File: config.mk
export PLATFORM = sky130hd
export DESIGN_NAME = daisy_arbiter
export DESIGN_NICKNAME = d
export VERILOG_FILES = /design/src/rtl/arb_pkg.sv /design/src/rtl/arb_ctrl.sv /design/src/rtl/arb_chain_dp.sv /design/src/rtl/daisy_arbiter.sv
export SDC_FILE = /design/constraint.sdc
export NUM_CORES = 1
export LEC_CHECK = 0
export ABC_AREA = 0
export CELL_PAD_IN_SITES_DETAIL_PLACEMENT = 0
export CELL_PAD_IN_SITES_GLOBAL_PLACEMENT = 1
export CORE_MARGIN = 5
export CORE_UTILIZATION = 31
export CTS_BUF_LIST = sky130_fd_sc_hd__clkbuf_4 sky130_fd_sc_hd__clkbuf_8
export DETAILED_ROUTE_END_ITERATION = 6
export DONT_BUFFER_PORTS = 1
export GPL_ROUTABILITY_DRIVEN = 0
export HOLD_SLACK_MARGIN = 0.12
export PLACE_DENSITY_LB_ADDON = 0.12
export SLEW_MARGIN = 20
export SYNTH_ARGS = -nofsm -noshare
export SYNTH_HDL_FRONTEND = slang
export SYNTH_SLANG_ARGS = --single-unit
File: constraint.sdc
create_clock -name clk -period 3 [get_ports clk]
set_input_delay 0.15 -clock clk [delete_from_list [all_inputs] [get_ports clk]]
set_output_delay 0.15 -clock clk [all_outputs]
set_load 0.005 [all_outputs]
File: src/rtl/arb_pkg.sv
package arb_pkg;
  typedef enum logic {
    ST_IDLE = 1'b0,
    ST_OWN  = 1'b1
  } arbState_e;

  typedef struct packed {
    logic capture;  // latch the rippled winner as the new owner
    logic drop;     // clear the owner
  } arbStrobe_t;
endpackage

File: src/rtl/arb_ctrl.sv
module arb_ctrl
  import arb_pkg::*;
#(
  parameter int LEVELS = 4
) (
  input  logic              clk,
  input  logic              rstN,
  input  logic [LEVELS-1:0] levelReq,
  input  logic              ownerHeld,
  output arbStrobe_t        strb,
  output logic [LEVELS-1:0] levelPick
);
  arbState_e stateQ, stateD;
  logic [LEVELS-1:0] lowestReq;

  // Most urgent level (lowest index) among the merged level requests.
  always_comb begin
    logic found;
    found = 1'b0;
    lowestReq = '0;
    for (int l = 0; l < LEVELS; l++) begin
      if (levelReq[l] && !found) begin
        lowestReq[l] = 1'b1;
        found = 1'b1;
      end
    end
  end

  always_comb begin
    stateD = stateQ;
    strb = '0;
    levelPick = '0;
    case (stateQ)
      ST_IDLE: begin
        levelPick = lowestReq;
        if (|levelReq) begin
          strb.capture = 1'b1;
          stateD = ST_OWN;
        end
      end
      ST_OWN: begin
        if (!ownerHeld) begin
          strb.drop = 1'b1;
          stateD = ST_IDLE;
        end
      end
      default: stateD = ST_IDLE;
    endcase
  end

  always_ff @(posedge clk or negedge rstN) begin
    if (!rstN) stateQ <= ST_IDLE;
    else       stateQ <= stateD;
  end

  a_r2_pick_onehot: assert property (@(posedge clk) disable iff (!rstN)
    $onehot0(levelPick));

  a_r2_pick_requested: assert property (@(posedge clk) disable iff (!rstN)
    (|levelPick) |-> (|(levelPick & levelReq)));

  a_r7_idle_after_drop: assert property (@(posedge clk) disable iff (!rstN)
    strb.drop |=> (stateQ == ST_IDLE && !strb.drop));
endmodule

File: src/rtl/arb_chain_dp.sv
module arb_chain_dp
  import arb_pkg::*;
#(
  parameter int LEVELS = 4,
  parameter int SLOTS  = 4
) (
  input  logic                    clk,
  input  logic                    rstN,
  input  logic [LEVELS*SLOTS-1:0] slotReq,
  input  arbStrobe_t              strb,
  input  logic [LEVELS-1:0]       levelPick,
  output logic [LEVELS-1:0]       levelReq,
  output logic                    ownerHeld,
  output logic [LEVELS*SLOTS-1:0] slotGrant,
  output logic [LEVELS-1:0]       levelGrant
);
  localparam int TOTAL = LEVELS * SLOTS;

  logic [TOTAL-1:0] take;
  logic [TOTAL-1:0] ownerQ;

  for (genvar l = 0; l < LEVELS; l++) begin : g_level
    logic [SLOTS-1:0] passIn;
    assign levelReq[l]   = |slotReq[l*SLOTS +: SLOTS];
    assign levelGrant[l] = |ownerQ[l*SLOTS +: SLOTS];
    for (genvar s = 0; s < SLOTS; s++) begin : g_slot
      if (s == 0) begin : g_head
        assign passIn[s] = levelPick[l];
      end else begin : g_link
        // A requesting slot upstream keeps the grant; an idle one forwards it.
        assign passIn[s] = passIn[s-1] & ~slotReq[l*SLOTS + s - 1];
      end
      assign take[l*SLOTS + s] = passIn[s] & slotReq[l*SLOTS + s];
    end
  end

  always_ff @(posedge clk or negedge rstN) begin
    if (!rstN)             ownerQ <= '0;
    else if (strb.drop)    ownerQ <= '0;
    else if (strb.capture) ownerQ <= take;
  end

  assign ownerHeld = |(ownerQ & slotReq);
  assign slotGrant = ownerQ;

  a_r4_grant_onehot: assert property (@(posedge clk) disable iff (!rstN)
    $onehot0(ownerQ));

  a_r6_owner_kept: assert property (@(posedge clk) disable iff (!rstN)
    ((|ownerQ) && ownerHeld) |=> (ownerQ == $past(ownerQ)));

  a_r7_release_clears: assert property (@(posedge clk) disable iff (!rstN)
    ((|ownerQ) && !ownerHeld) |=> (ownerQ == '0));

  a_r5_capture_grants: assert property (@(posedge clk) disable iff (!rstN)
    strb.capture |=> (|ownerQ));

  a_r3_winner_requested: assert property (@(posedge clk) disable iff (!rstN)
    strb.capture |=> (|(ownerQ & $past(slotReq))));
endmodule

File: src/rtl/daisy_arbiter.sv
module daisy_arbiter
  import arb_pkg::*;
#(
  parameter int LEVELS = 4,
  parameter int SLOTS  = 4
) (
  input  logic                    clk,
  input  logic                    rstN,
  input  logic [LEVELS*SLOTS-1:0] slotReq,
  output logic [LEVELS*SLOTS-1:0] slotGrant,
  output logic [LEVELS-1:0]       levelGrant
);
  arbStrobe_t        strb;
  logic [LEVELS-1:0] levelPick;
  logic [LEVELS-1:0] levelReq;
  logic              ownerHeld;

  arb_ctrl #(.LEVELS(LEVELS)) u_ctrl (
    .clk       (clk),
    .rstN      (rstN),
    .levelReq  (levelReq),
    .ownerHeld (ownerHeld),
    .strb      (strb),
    .levelPick (levelPick)
  );

  arb_chain_dp #(.LEVELS(LEVELS), .SLOTS(SLOTS)) u_dp (
    .clk        (clk),
    .rstN       (rstN),
    .slotReq    (slotReq),
    .strb       (strb),
    .levelPick  (levelPick),
    .levelReq   (levelReq),
    .ownerHeld  (ownerHeld),
    .slotGrant  (slotGrant),
    .levelGrant (levelGrant)
  );
endmodule

==> results.json, run 1 <==
{
  "max_slew.worst_pin.slew_ns": 0.785,
  "drt_iter0_drc": 49,
  "layout_common_cells": "dlygate4sd3_1, dfrtp_1, inv_1, a22oi_1, a22o_1",
  "cts_max_level": 1,
  "cp-end-kind": "flop",
  "cts.repair.resized": 0,
  "cellPowerDensity_nw_per_um2": 535,
  "antenna_left": 0,
  "hold-worst-slack_ns": 0.135,
  "nNetsFinal": 118,
  "wl_um": 2720,
  "core_area_um2": 2710,
  "hold_viol": 0,
  "top_layer": "met4",
  "post-dp-hpwl_um": 1950,
  "fmax_mhz": 407,
  "worstSetupPathType": "input port to flop",
  "min_from": "slotReq[4]",
  "crit_start": "slotReq[12]",
  "insertedDiodeCount": 0,
  "reg2reg_from": "u_dp.slotGrant[5]",
  "worst_ep_arrival_time_ns": 2.69,
  "fin_crit_sh": 0.818,
  "crit_path_start_kind": "input port",
  "finClkSkew_ns": 0.00680,
  "synth_top_area_frac": 0.495,
  "dieArea_um2": 3930,
  "min_to": "u_dp.slotGrant[6]",
  "hold_class": "input port to flop",
  "clk_pin_slew_ns": 0.10,
  "yosys_warnings": 0,
  "grt_max_degree": 18,
  "synth_top_cell_by_area": "dfrtp_1",
  "drv_cap": 0,
  "synth_nets": 94,
  "ctsHoldBuffers": 20,
  "avgSynthCellArea_um2": 11.3,
  "antenna_found_initial": 0,
  "layout_commonest_cell": "dlygate4sd3_1",
  "ir_worst_vdd_mv": 0.350,
  "port_buffers": 0,
  "wl_per_cell_um": 20.9,
  "grt_pass1_wl_um": 4670,
  "crit_fanout": 16,
  "vias": 773,
  "slew_violations": 0,
  "yosysSeqAreaShare": 0.495,
  "drtPass1Iterations": 4,
  "fp.dieW_um": 62.7,
  "ff2ff_path_depth": 5,
  "drive_gt1_frac": 0.111,
  "die_h_um": 62.7,
  "wirelength_met1_um": 1220,
  "relSlewSlack": 0.475,
  "rows": 19,
  "cts_tree": "yes",
  "netlist_instances": 76,
  "synth_cell_type_count": 21,
  "tns_ns": 0,
  "power.leakage_uw": 0.000507,
  "dp_cells": 106,
  "r2r_slack_ns": 0.64,
  "place_ws_ns": 1.20,
  "viasPerCell": 5.95,
  "synth-seq-cells": 17,
  "period_minus_slack_ns": 2.46,
  "clkSinkCount": 17,
  "power.total_uw": 598,
  "synthTopCellsByArea": "dfrtp_1, a22o_1, a32o_1",
  "insertion_delay_ns": 0.29,
  "start_util": 0.317,
  "io_pins": 38,
  "synth_area_um2": 860,
  "cts-root-buf": "clkbuf_4",
  "rsz0062_at_grt": "no",
  "route.met3.wl_um": 198,
  "fin_cells": 130,
  "required_ns": 3.23,
  "hold_depth": 2,
  "drc": 0,
  "numCtsBuffers": 3,
  "area_delta_synth_final_pct": 30.0,
  "r2r_end": "u_dp.slotGrant[9]",
  "first_global_vias": 876,
  "grt_usage": 0.151,
  "grt_overflow": 0,
  "setup_ws_ns": 0.545,
  "status": "finished, final reports clean",
  "postCtsSetupRepairBufs": 0,
  "cts_buffer_depth": 2,
  "setup_viol": 0,
  "met2_wirelength_um": 1250
}
report_power, final:
group	internal, uW	switching [uW]	leakage [uW]
combinational	76.7	92.2	0.000256
clock	60.7	76.4	0.0000184
sequential	252	40.2	0.000232
state kept, by name, summed over array words and instances (netlist names):
name            count
u_dp.slotGrant     16
u_ctrl.stateQ       1
synth_stat cells:
cell and n:
a22o_1 6, inv_1 7, a2bb2oi_1 1, nor3_2 1
and4_1 1, nor2_1 5, a22oi_1 6, nor4_1 5
a32o_1 5, or4_1 5, a222oi_1 1, and3_1 1
a41oi_1 1, a22o_2 4, nand3_1 1, nor3_1 2
dfrtp_1 17, nand2_1 4, a32o_2 1, buf_6 1
a41oi_4 1
worst max-delay path, stage by stage:
cell and delay, ns:
dlygate4sd3_1 0.58, nor4_1 0.42, a41oi_1 0.24, a41oi_4 0.51, a22o_2 0.24, dlygate4sd3_1 0.54
logic make-up after synthesis:
logic type             share of synthesized area
buffers and inverters                     0.0437
AOI/OAI and AO/OA                          0.295
DFF                                        0.495
and+or+nand+nor                            0.166
worst max path at each step:
stage / to / slack, ns / cells after the start
6_report: u_dp.slotGrant[9] / 0.54 / 6
5_1_grt: u_dp.slotGrant[10] / 0.36 / 6
4_1_cts: u_dp.slotGrant[9] / 0.56 / 6
3_5_place_dp: u_dp.slotGrant[6] / 1.20 / 4
3_3_place_gp: u_dp.slotGrant[6] / 1.24 / 4
2_1_floorplan: u_dp.slotGrant[15] / 1.40 / 5
layer usage:
layer,vias to the layer above,track usage
met5,-,0
met4,0,0.0637
met3,4,0.0486
met2,31,0.225
met1,379,0.198
li1,359,-
area by class of cell:
type	count	area (um2)
Clock buffer	4	30.0
Fill cell	285	1590
Inverter	7	26.3
Multi-Input combinational cell	51	397
Sequential cell	17	425
Tap cell	31	38.8
Timing Repair Buffer	20	200
per-stage QoR:
| step | utilization | area [um2] |
|---|---|---|
| final | 0.412 | 1120 |
| after detailed placement | 0.327 | 887 |
| after floorplan | - | 860 |
| after global placement | 0.327 | 887 |
| after global routing | 0.412 | 1120 |
| after CTS | 0.412 | 1120 |
Note: power is estimated with default switching activity, not from simulation.
==> run 2: changes to the inputs <==
- ABC_AREA: 0 -> 1
- clock period: 3 -> 2.4 ns (I/O delays scaled with it)
==> run 2 against run 1 <==
Net effect:
- clock skew fell by 0.0011 ns
- clock power rose by 28%
- first-iteration DRC count rose by 92%
- non-clock buffer count rose by 2
- register-to-register slack got worse by 0.02 ns
- largest cell class is now multi-input gates
- hold slack barely moved
- sequential share of layout area fell by 5.2 points
- via count rose by 29%
- synthesized area rose by 18%
- critical endpoint is now u_dp.slotGrant[14]
==> results.json, run 2 <==
{
  "postCtsSetupRepairBufs": 0,
  "cp-end-kind": "flop",
  "insertion_delay_ns": 0.29,
  "vias": 1000,
  "reg2reg_from": "u_ctrl.stateQ",
  "finClkSkew_ns": 0.00572,
  "multi_input_area_um2": 537,
  "rsz0062_at_grt": "no",
  "core_area_um2": 3100,
  "relSlewSlack": 0.460,
  "cts-root-buf": "clkbuf_4",
  "wl_um": 3030,
  "fmax_mhz": 534,
  "seq_area_um2": 425,
  "wirelength_met1_um": 1360,
  "port_buffers": 0,
  "tns_ns": 0,
  "ir_worst_vdd_mv": 0.235,
  "largest_reg_flops": 16,
  "hold_class": "input port to flop",
  "clk_pin_slew_ns": 0.11,
  "crit_fanout": 4,
  "synth-seq-cells": 17,
  "fp.dieW_um": 67.2,
  "drive_gt1_frac": 0.119,
  "insertedDiodeCount": 0,
  "start_util": 0.327,
  "antenna_left": 0,
  "fin_crit_sh": 0.780,
  "area_delta_synth_final_pct": 27.5,
  "power.total_uw": 812,
  "synth_area_um2": 1010,
  "dieArea_um2": 4520,
  "layout_commonest_cell": "nand2_1",
  "viasPerCell": 4.90,
  "crit_path_start_kind": "input port",
  "netlist_instances": 136,
  "post-dp-hpwl_um": 2120,
  "yosysSeqAreaShare": 0.419,
  "fillerInstances": 352,
  "io_pins": 38,
  "cp_cell_sequence": "dlygate4sd3_1 > nor2_2 > nand2_2 > nor2_1 > nand2_1 > nor2_1 > nand4_1 > dlygate4sd3_1 > nand2_1",
  "wl_per_cell_um": 14.9,
  "nNetsFinal": 179,
  "cts_buffer_depth": 2,
  "rows": 20,
  "slowest_delay_ns": 0.59,
  "drv_cap": 0,
  "crit_start": "slotReq[5]",
  "drt_iter0_drc": 94,
  "yosys_warnings": 0,
  "worst_ep_arrival_time_ns": 2.12,
  "required_ns": 2.64,
  "power.leakage_uw": 0.000653,
  "cts_tree": "yes",
  "ff2ff_path_depth": 6,
  "min_from": "slotReq[6]",
  "cellPowerDensity_nw_per_um2": 627,
  "grt_pass1_wl_um": 5020,
  "slowest_stage": "dlygate4sd3_1",
  "clkSinkCount": 17,
  "grt_overflow": 0,
  "cts.repair.resized": 0,
  "ctsHoldBuffers": 22,
  "grt_usage": 0.146,
  "synthArstFlopShare": 1.00,
  "synth_flop_cell": "dfrtp_1",
  "drc": 0,
  "synth_nets": 154,
  "fin_util": 0.417,
  "top_layer": "met4",
  "synth_edf_count": 0,
  "met2_wirelength_um": 1480,
  "setup_viol": 0,
  "die_h_um": 67.2,
  "hold_viol": 0,
  "synth_top_cell_by_area": "dfrtp_1",
  "avgSynthCellArea_um2": 7.46,
  "status": "finished, final reports clean",
  "period_minus_slack_ns": 1.87,
  "cts_max_level": 1,
  "layout_common_cells": "nand2_1, dlygate4sd3_1, nand3_1, dfrtp_1, nor2_1",
  "synthTopCellsByArea": "dfrtp_1, nand2_1, nand3_1",
  "hold_depth": 5,
  "antenna_found_initial": 0,
  "max_slew.worst_pin.slew_ns": 0.807,
  "numCtsBuffers": 3,
  "first_global_vias": 1047,
  "synth_top_area_frac": 0.419,
  "drtPass1Iterations": 4,
  "route.met3.wl_um": 185,
  "synth.most_common_cell": "nand2_1",
  "worstSetupPathType": "input port to flop",
  "slew_violations": 0,
  "synth_cell_type_count": 18,
  "grt_max_degree": 18,
  "synthTopCellsByCount": "nand2_1, nand3_1, dfrtp_1, nor2_1, inv_1"
}
[run 2: changes by cell type in the layout (fill, tap and decap cells not counted), moves of 5 or more]
| cell | delta |
|---|---|
| a22oi_1 | -6 |
| nand4_1 | +5 |
| a22o_1 | -6 |
| nand2_2 | +5 |
| a32o_1 | -5 |
| nand2_1 | +44 |
| nor2_1 | +10 |
| nor4_1 | -5 |
| nand3_1 | +19 |
[run 2: per-layer routing]
layer / up-vias / track usage
met5: - / 0
met4: 0 / 0.0380
met3: 2 / 0.0316
met2: 29 / 0.245
met1: 473 / 0.188
li1: 496 / -
[run 2: final cells by class]
class,instances,area share
multi-input cells,110,0.415
repair buffers,22,0.170
clock buffers,4,0.0232
well taps,44,0.0426
flip-flops and latches,17,0.329
inverters,7,0.0203
[run 2: where the power goes]
part,leakage [uW],internal (uW),switching (uW),total [uW]
Clock,0.0000184,75.9,99.0,175
Sequential,0.000232,315,41.6,357
Combinational,0.000402,83.2,197,280
[run 2: logic make-up after synthesis]
kind of cell / after synthesis / share of synthesized area
flip-flops: 17 / 0.419
AO/OA/AOI/OAI: 1 / 0.00493
AND/OR/NAND/NOR: 109 / 0.524
buffers and inverters: 9 / 0.0518
[run 2: metrics by stage]
stage / area [um2] / worst slack, ns / hold slack (ns) / instances
after floorplan: 1010 / 1.17 / -0.176 / 136
after global placement: 1040 / 0.944 / -0.175 / 178
after detailed placement: 1040 / 0.910 / -0.175 / 178
after CTS: 1290 / 0.563 / 0.126 / 204
after global routing: 1290 / 0.411 / 0.152 / 204
final: 1290 / 0.527 / 0.135 / 204
[run 2: critical path: cells and delay by family]
family / cells / cell delay [ns]
and+or+nand+nor: 7 / 0.83
buffers and inverters: 2 / 1.16
[run 2: worst paths after layout]
path                                 endpoint  slack, ns
setup / recovery           u_dp.slotGrant[14]       0.53
hold / removal              u_dp.slotGrant[8]       0.14
setup reg to reg           u_dp.slotGrant[14]       0.62
hold reg to reg            u_dp.slotGrant[12]       0.58
max in group asynchronous  u_dp.slotGrant[10]       1.55
min in group asynchronous  u_dp.slotGrant[12]       0.34
==> run 3: changes to the inputs <==
- clock period: 2.4 -> 1.8 ns (I/O delays scaled with it)
==> run 3 against run 2 <==
Net effect:
- sequential share of layout area shrank 0.56 points
- combinational power grew 35%
- register-to-register slack lost 0.52 ns
- die area is the same
- hold slack gained 0.0085 ns
- worst setup slack lost 0.43 ns
- critical path depth shrank 3
- first-iteration DRC count shrank 40%
- critical endpoint unchanged
- largest power group unchanged
- highest routed layer unchanged
==> results.json, run 3 (synthesis results as in run 2) <==
{
  "nNetsFinal": 180,
  "cts_tree": "yes",
  "status": "finished, final reports clean",
  "layout_commonest_cell": "nand2_1",
  "insertion_delay_ns": 0.30,
  "insertedDiodeCount": 0,
  "numCtsBuffers": 3,
  "io_pins": 38,
  "period_minus_slack_ns": 1.70,
  "fillerInstances": 351,
  "finClkSkew_ns": 0.00303,
  "grt_usage": 0.143,
  "core_area_um2": 3100,
  "fmax_mhz": 587,
  "switching_share": 0.422,
  "port_buffers": 0,
  "layout_common_cells": "nand2_1, dlygate4sd3_1, nand3_1, dfrtp_1, nor2_1",
  "grt_max_degree": 18,
  "p_comb_frac": 0.346,
  "vias": 1001,
  "dieArea_um2": 4520,
  "viasPerCell": 4.88,
  "wl_um": 3020,
  "first_global_vias": 1047,
  "ir_worst_vdd_mv": 0.314,
  "rows": 20,
  "fin_util": 0.424,
  "hold_class": "input port to flop",
  "grt_overflow": 0,
  "crit_path_start_kind": "flop",
  "antenna_left": 0,
  "power.leakage_uw": 0.000655,
  "fp.dieW_um": 67.2,
  "drive_gt1_frac": 0.143,
  "antenna_found_initial": 0,
  "seq_area_um2": 425,
  "rsz0062_at_grt": "yes",
  "setup_ws_ns": 0.0964,
  "relSlewSlack": 0.455,
  "area_delta_synth_final_pct": 29.7,
  "fin_crit_sh": 0.946,
  "cp-end-kind": "flop",
  "stdcell_area_um2": 1320,
  "worstSetupPathType": "flop to flop",
  "cts-root-buf": "clkbuf_4",
  "drv_cap": 0,
  "largest_reg_flops": 16,
  "drtPass1Iterations": 4,
  "clk_pin_slew_ns": 0.11,
  "slew_violations": 0,
  "tns_ns": 0,
  "p_int_uw": 632,
  "setup_viol": 0,
  "die_h_um": 67.2,
  "hold-worst-slack_ns": 0.144,
  "max_slew.worst_pin.slew_ns": 0.815,
  "drc": 0,
  "pwr-share-seq": 0.435,
  "power_frac_clock": 0.219,
  "required_ns": 2.05,
  "crit_fanout": 6,
  "cellPowerDensity_nw_per_um2": 831,
  "grt_pass1_wl_um": 4930,
  "worst_ep_arrival_time_ns": 1.95,
  "place_ws_ns": 0.310,
  "wl_per_cell_um": 14.7,
  "clkSinkCount": 17,
  "cts_buffer_depth": 2,
  "p_sw_uw": 461,
  "start_util": 0.327,
  "drt_iter0_drc": 56,
  "cts_max_level": 1,
  "multi_input_area_um2": 552,
  "hold_viol": 0,
  "post-dp-hpwl_um": 2120,
  "placed_cell_area_um2": 1040
}
run 3: area by class of cell:
type | instances | area share
inverters | 7 | 0.0200
repair buffers | 23 | 0.173
clock buffers | 4 | 0.0228
multi-input cells | 110 | 0.419
flip-flops and latches | 17 | 0.323
well taps | 44 | 0.0418
run 3: what timing repair did:
action	4_1_cts	5_1_grt
resized for setup	0	4
endpoints found under the setup margin	0	4
hold buffers	22	0
hold endpoints to repair	33	0
setup buffers	0	1
run 3: path summary, 6_finish.rpt:
| path | from | end | slack [ns] | depth (start not counted) |
|---|---|---|---|---|
| max | u_ctrl.stateQ | u_dp.slotGrant[14] | 0.1 | 6 |
| max in group asynchronous | rstN | u_dp.slotGrant[10] | 0.98 | 1 |
| min reg2reg | u_dp.slotGrant[12] | u_dp.slotGrant[12] | 0.58 | 2 |
| max reg2reg | u_ctrl.stateQ | u_dp.slotGrant[14] | 0.1 | 6 |
| min in group asynchronous | rstN | u_dp.slotGrant[12] | 0.31 | 1 |
| min | slotReq[0] | u_dp.slotGrant[4] | 0.14 | 5 |
run 3: critical path, cell delays in order (launching register included):
cell and delay [ns]:
dfrtp_1 0.46, inv_1 0.21, nand2_1 0.12, nor2_4 0.15
nand4_1 0.08, dlygate4sd3_1 0.56, nand2_1 0.06
run 3: routing by layer:
layer | global-route usage | share of wire | vias to the layer above
met1 | 0.182 | 0.44 | 473
met5 | 0 | 0 | -
li1 | - | - | 498
met3 | 0.0316 | 0.060 | 4
met4 | 0.0380 | 0.0076 | 0
met2 | 0.244 | 0.49 | 26
run 3: power by group through the flow:
stage / registers, uW / logic [uW] / clock network [uW]
after global placement: 486 / 336 / 0
after global routing: 485 / 425 / 256
after CTS: 478 / 380 / 246
after detailed placement: 486 / 335 / 0
final: 476 / 379 / 239
after floorplan: 467 / 323 / 0
run 3: metrics by stage:
step,instances,power (uW)
after CTS,204,1100
after global routing,205,1170
final,205,1090
after global placement,178,822
after floorplan,136,789
after detailed placement,178,821
